<file path="config.mk">
export PLATFORM = sky130hd
export DESIGN_NAME = net_led_ctrl
export DESIGN_NICKNAME = d
export VERILOG_FILES = /design/src/rtl/net_led_ctrl.sv
export SDC_FILE = /design/constraint.sdc
export NUM_CORES = 1
export LEC_CHECK = 0
export ABC_AREA = 1
export BUFFER_PORTS_ARGS = -buffer_cell sky130_fd_sc_hd__clkbuf_2
export CORE_UTILIZATION = 60
export DETAILED_ROUTE_END_ITERATION = 10
export GPL_TIMING_DRIVEN = 0
export HOLD_SLACK_MARGIN = 0.08
export PLACE_DENSITY = 0.8
export SYNTH_ARGS = -nofsm -noshare
export SYNTH_HDL_FRONTEND = slang
export SYNTH_SLANG_ARGS = --single-unit
</file>
<file path="constraint.sdc">
create_clock -name clk -period 5.91 [get_ports clk]
set_clock_uncertainty 0.15 [all_clocks]
set_input_delay 1.182 -clock clk [delete_from_list [all_inputs] [get_ports clk]]
set_output_delay 1.182 -clock clk [all_outputs]
set_load 0.01 [all_outputs]
</file>
<file path="src/rtl/net_led_ctrl.sv">
module net_led_ctrl #(
  parameter int          NUM_LEDS       = 3,
  parameter int          STRETCH_CYCLES = 1000000,
  parameter logic [15:0] PAT_BASE       = 16'h8078,
  parameter logic [15:0] POL_ADDR       = 16'h901A
) (
  input  logic                clk,
  input  logic                rst_n,
  input  logic                reg_wr,
  input  logic [15:0]         reg_addr,
  input  logic [15:0]         reg_wdata,
  output logic [15:0]         reg_rdata,
  input  logic                link_up,
  input  logic [1:0]          link_speed,
  input  logic                full_duplex,
  input  logic                tx_pulse,
  input  logic                rx_pulse,
  input  logic                col_pulse,
  input  logic                blink1,
  input  logic                blink2,
  output logic [NUM_LEDS-1:0] led_out
);

  localparam int          CW        = $clog2(STRETCH_CYCLES + 1);
  localparam logic [CW-1:0] RELOAD  = CW'(STRETCH_CYCLES);
  localparam logic [15:0] QUAL_MASK = 16'h9870;

  logic [15:0]   pat_q [NUM_LEDS];
  logic [15:0]   frc_q [NUM_LEDS];
  logic          pol_q;
  logic [CW-1:0] act_cnt [3];
  logic [2:0]    act_pulse;
  logic [2:0]    act_on;
  logic          s10, s100, s1000, s2500, fd, hd;
  logic [15:0]   stat;

  assign act_pulse = {col_pulse, rx_pulse, tx_pulse};

  genvar k;
  generate
    for (k = 0; k < 3; k++) begin : g_stretch
      always_ff @(posedge clk or negedge rst_n) begin
        if (!rst_n)                act_cnt[k] <= '0;
        else if (act_pulse[k])     act_cnt[k] <= RELOAD;
        else if (act_cnt[k] != '0) act_cnt[k] <= act_cnt[k] - 1'b1;
      end
      assign act_on[k] = (act_cnt[k] != '0);


      stretch_cap_chk: assert property (@(posedge clk) disable iff (!rst_n)
        act_cnt[k] <= RELOAD);
    end
  endgenerate

  assign s10   = link_up && (link_speed == 2'd0);
  assign s100  = link_up && (link_speed == 2'd1);
  assign s1000 = link_up && (link_speed == 2'd2);
  assign s2500 = link_up && (link_speed == 2'd3);
  assign fd    = link_up &&  full_duplex;
  assign hd    = link_up && !full_duplex;

  assign stat = {s2500, 2'b00, fd, hd, 2'b00, act_on[0], act_on[1],
                 s1000, s100, s10, 4'b0000};

  always_ff @(posedge clk or negedge rst_n) begin
    if (!rst_n)                               pol_q <= 1'b0;
    else if (reg_wr && reg_addr == POL_ADDR)  pol_q <= reg_wdata[6];
  end

  always_comb begin
    reg_rdata = '0;
    for (int i = 0; i < NUM_LEDS; i++) begin
      if (reg_addr == PAT_BASE - 16'(2 * i))         reg_rdata = pat_q[i];
      if (reg_addr == PAT_BASE - 16'(2 * i) + 16'd1) reg_rdata = frc_q[i];
    end
    if (reg_addr == POL_ADDR) reg_rdata = {9'd0, pol_q, 6'd0};
  end

  genvar i;
  generate
    for (i = 0; i < NUM_LEDS; i++) begin : g_led
      localparam logic [15:0] PA = PAT_BASE - 16'(2 * i);
      localparam logic [15:0] FA = PA + 16'd1;

      logic [15:0] p;
      logic steady, qual, act_req, spd_blink, blink_req, rule_lit, frc_lit, lit;

      always_ff @(posedge clk or negedge rst_n) begin
        if (!rst_n) begin
          pat_q[i] <= '0;
          frc_q[i] <= '0;
        end else if (reg_wr) begin
          if (reg_addr == PA) pat_q[i] <= reg_wdata;
          if (reg_addr == FA) frc_q[i] <= reg_wdata;
        end
      end

      assign p         = pat_q[i];
      assign steady    = |(p & stat);
      assign qual      = |(p & stat & QUAL_MASK);
      assign act_req   = (p[10] && act_on[0]) || (p[9] && act_on[1]) || (p[3] && act_on[2]);
      assign spd_blink = (p[14] && s2500) || (p[2] && s1000) || (p[1] && s100) || (p[0] && s10);
      assign blink_req = spd_blink || (act_req && (p[13] || qual));
      assign rule_lit  = blink_req ? blink1 : steady;

      always_comb begin
        case (frc_q[i][14:13])
          2'd0:    frc_lit = 1'b0;
          2'd1:    frc_lit = 1'b1;
          2'd2:    frc_lit = blink2;
          default: frc_lit = blink1;
        endcase
      end

      assign lit        = frc_q[i][15] ? frc_lit : rule_lit;
      assign led_out[i] = pol_q ? lit : ~lit;


      zero_pat_off_chk: assert property (@(posedge clk) disable iff (!rst_n)
        (!frc_q[i][15] && pat_q[i] == 16'd0) |-> (led_out[i] == ~pol_q));

      link_down_off_chk: assert property (@(posedge clk) disable iff (!rst_n)
        (!link_up && !frc_q[i][15] && (pat_q[i] & ~QUAL_MASK) == 16'd0)
          |-> (led_out[i] == ~pol_q));

      force_off_chk: assert property (@(posedge clk) disable iff (!rst_n)
        (frc_q[i][15] && frc_q[i][14:13] == 2'd0) |-> (led_out[i] == ~pol_q));

      force_on_chk: assert property (@(posedge clk) disable iff (!rst_n)
        (frc_q[i][15] && frc_q[i][14:13] == 2'd1) |-> (led_out[i] == pol_q));
    end
  endgenerate


  pol_hold_chk: assert property (@(posedge clk) disable iff (!rst_n)
    !(reg_wr && reg_addr == POL_ADDR) |=> $stable(pol_q));

endmodule

</file>
* After elaboration in Yosys (flattened, before gate mapping) *
Cells that the tools add are included.

storage, ports and cells
  bits in registers = 157
  input bits = 44
  output and inout bits = 19
  word-level logic and storage cells = 135

cells by class
  add/sub/neg operators = 3
  eq/ne operators = 16
  mux-type cells = 25
  bitwise logic cells = 6
  reductions and logical operators = 75

operators with widths
  cell                   number
  $mux 20                6
  $eq 16x16->1 const B   7
  $mux 16                7
  $reduce_bool 20->1     3
  $sub 20x1->20 const B  3
  $and 16x16->16         3
  $reduce_or 16->1       3
  $logic_and 1x1->1      31
  $logic_or 1x1->1       21
  $reduce_or 6->1        3
  $reduce_and 2->1       6
  $eq 2x2->1 const B     5
  $mux 1                 9
  $pmux 1 s3             3
  $eq 2x1->1 const B     4
  $logic_not 2->1        4
  $reduce_bool 2->1      3
  $not 1->1              3
  $logic_not 1->1        1

* Logic depth before layout (Yosys ltp) *
  word-level depth = 11
  gate-level depth with buffers = 15
  mapped depth without buffers = 14

* Least setup slack after synthesis *
Ideal clock, no wire load.

  kind = input to output
  from = in reg_addr[11]
  to = out reg_rdata[10]
  data arrival time = 2.461 ns
  required time = 4.578 ns
  slack = 2.117 ns
  cell stages on the path = 11
  cells stage by stage = nor2_1 > nand2_1 > nor2_4 > nand2_4 > nor2_8 > nand3_2 > buf_6 > buf_6 > nand4_1 > nand2_1 > a21oi_1

between the ends
  longest elaborated chain between the ends = 8
  elaborated cells on any way between the ends = 14
  those cells by class = eq/ne: 7; mux: 7

RTL lines
  item                RTL line  RTL
  start: declaration  10        input logic [15:0] reg_addr,
  $eq 16x16->1        73        if (reg_addr == PAT_BASE - 16'(2 * i)) reg_rdata = pat_q[i];
  $mux 16             73
  $mux 16             74        if (reg_addr == PAT_BASE - 16'(2 * i) + 16'd1) reg_rdata = frc_q[i];
  $mux 16             73
  $mux 16             74
  $mux 16             73
  $mux 16             74
  $mux 16 *           76        if (reg_addr == POL_ADDR) reg_rdata = {9'd0, pol_q, 6'd0};
  end: declaration    12        output logic [15:0] reg_rdata,

Every way passes the cells marked *; elsewhere a longest branch is shown, timed or not.

* Worst setup path after layout *
  from = in reg_addr[11]
  to = out reg_rdata[2]

Same word-level chain as after synthesis.

==> results.ini <==
[run_status]
outcome=complete, no violations

[yosys]
synth_seq_cells=157
yosysSeqAreaShare_pct=46.66
synth_area_mm2=0.008421
synth_area_leaders=dfrtp_1, nand2_1, o21ai_0
yosysTopAreaCell=dfrtp_1
synth_edf_count=0
netlist_top_cells_count=nand2_1, dfrtp_1, inv_1, nor2_1, o21ai_0
async_reset_ff_share_pct=100.0
synth.most_common_cell=nand2_1
ys_types=41
synth_cells=1131
synth.avg_cell_area_um2=7.445
syn_nets=1181
ys_warn_count=0
synthFlopType=dfrtp_1
synth_top_area_share_pct=46.66

[cts]
clk_latency_ns=0.43
postCtsHoldBufs=0
clock-sinks=157
cts_root_buf=clkbuf_16
cts_htree_levels=4
path_clk_slew_ns=0.06
cts_tree=built
cts_resized=0
cts_buffers=17
cts.path.max_buffers=2
postCtsSetupBuffers=0

[placed_design]
dp_hpwl_mm=16.56
place.gp.congestion=0.9592
io_buffer_count=59

[cells_and_area]
fin_nets=1260
syn_to_final_growth_pct=13.12
finish.utilization_pct=70.81
n_antenna_cell=0
drive_gt1_share_pct=10.88

[min_path]
hold_depth=2
hold_path_class=reg -> reg

[global_routing]
grt_max_degree=94
grt_usage_pct=34.54
grt_antenna_before_repair=0
grt_first_pass_wirelength_mm=38.51
grt_pass1_vias=7772
grt_overflow=0

[detailed_routing]
ant_nets=0
dr.max_layer_used=met4
drc=0
wl_met3_mm=1.764
routed_wl_mm=23.65
vias=8125
wl_met1_mm=9.871
via_per_inst=5.812
drt_first_pass_iters=5
drt-initial-drc-count=859
routedWlPerCell_um=16.91
wl_met2_mm=10.81

[floorplan]
rows=42
die_h_um=120.5
io_pins=63
core_mm2=0.01345
initial_core_util_pct=62.59
die_x_um=120.5
dieArea_mm2=0.01451

[timing]
max-slew-margin-rel_pct=50.24
setup_tns_ns=0
setup_viol=0
timing.final.hold_violations=0
final_max_slew_viol_count=0
timing.final.crit_share_pct=75.43
min_period_ns=4.458
worstMarginPinSlew_ns=0.7464
max_freq_mhz=224.3
rsz0062_at_grt=false

[power_and_ir_drop]
switching_share_pct=25.50
p_per_area_mw_per_mm2=247.2
power_frac_comb_pct=8.4
ir_drop_v=0.0002391
p_leak_nw=4.543
p_clk_share_pct=44.1
power.net_switching_uw=600.4
p_int_mw=1.754
p_seq_share_pct=47.5

[setup_path]
crit_arrival_ns=3.13
crit_chain=clkbuf_2 > nor2_1 > nand2_1 > nor2_4 > nand2_4 > nor2_2 > buf_2 > nand3_1 > nand4_1 > nand2_1 > a21oi_1 > clkbuf_2
crit_path_end_kind=output port
reg2reg_setup_slack_ns=3.73
cp_top_family=simple AND/OR/NAND/NOR gates
worst-path-buf-inv=3
start_kind=primary input
critical_path.slowest_cell=buf_2
worstPathMaxFanout=10
crit_required_ns=4.58
crit_type=in -> out
slowest_delay_ns=0.33
cp.depth=12
reg2regPathDepth=9

[flow_run]
maxCapViolations=0

-- final timing paths --
path                         startpoint            to
max in group asynchronous         rst_n      frc_q[2]
max                        reg_addr[11]  reg_rdata[2]
min reg2reg                 act_cnt[40]   act_cnt[40]
min in group asynchronous         rst_n   act_cnt[54]
min                         act_cnt[40]   act_cnt[40]
max reg2reg                 act_cnt[40]   act_cnt[52]
-- through the flow --
step	power (mW)	cell area (µm²)	instances	setup slack [ns]	hold slack, ns
after floorplan	1.253	8421	1131	2.117	0.2919
after global placement	1.322	8936	1366	0.8120	0.3055
after detailed placement	1.330	8972	1367	1.519	0.3098
after CTS	2.360	9525	1398	1.519	0.3230
after global routing	2.438	9525	1398	1.383	0.3545
final	2.354	9525	1398	1.452	0.3220
-- layer usage --
layer  up-vias  GRT usage [%]
met5         -              0
met4         0          19.91
met3        77          6.179
met2       374          54.02
met1      3800          45.31
li1       3874              -
-- area by class of cell --
type                            instances  area (µm²)
Multi-Input combinational cell        792        3765
Tap cell                              176       220.2
Clock inverter                         10       92.59
Timing Repair Buffer                   60       331.6
Buffer                                 42       200.2
Clock buffer                           21       460.4
Sequential cell                       157        3929
Fill cell                            1156        3928
Inverter                              140       526.8
-- power groups by stage --
stage	sequential, mW	clock, mW	combinational [mW]
floorplan	1.13	0	0.121
global placement	1.14	0	0.185
detailed placement	1.14	0	0.194
CTS	1.12	1.04	0.199
global route	1.12	1.09	0.227
finish	1.12	1.04	0.199
-- state kept, by name, summed over array words and instances (netlist names) --
register / flops
act_cnt: 60
frc_q: 48
g_led.p: 48
pol_q: 1
-- kinds of logic (layout without fill, tap and decap cells) --
family                     after synthesis  in the layout  share of synthesized area [%]
adders and majority gates                6              6                         0.8915
DFF                                    157            157                          46.66
AOI/OAI and AO/OA                      247            247                          15.20
buffers and inverters                  182            273                          8.633
xor gates and xnor gates                 7              7                         0.7281
and+or+nand+nor                        532            532                          27.89
-- cells in the final DEF, fill, tap and decap left out, types with 3 or more instances in the layout --
cell / instances
clkinv_2: 4
dfrtp_1: 157
o31ai_1: 5
o21ai_1: 37
nand3_2: 5
inv_2: 3
o21ai_0: 121
clkbuf_2: 59
clkbuf_16: 17
clkbuf_1: 24
nand4_1: 32
inv_1: 136
a211oi_1: 3
nand3_1: 88
nor4_1: 5
ha_1: 6
nor3_1: 22
nor2_2: 6
nor2_1: 123
buf_2: 15
a21oi_1: 73
nand2_1: 239
clkbuf_8: 3
clkinvlp_4: 4
xor2_1: 6
-- tightest hold or removal path, stage by stage (launching register included) --
cell and delay (ns):
dfrtp_1 0.34, nand2_1 0.05, nand2_1 0.05
Power figures use the tool's default switching activity.
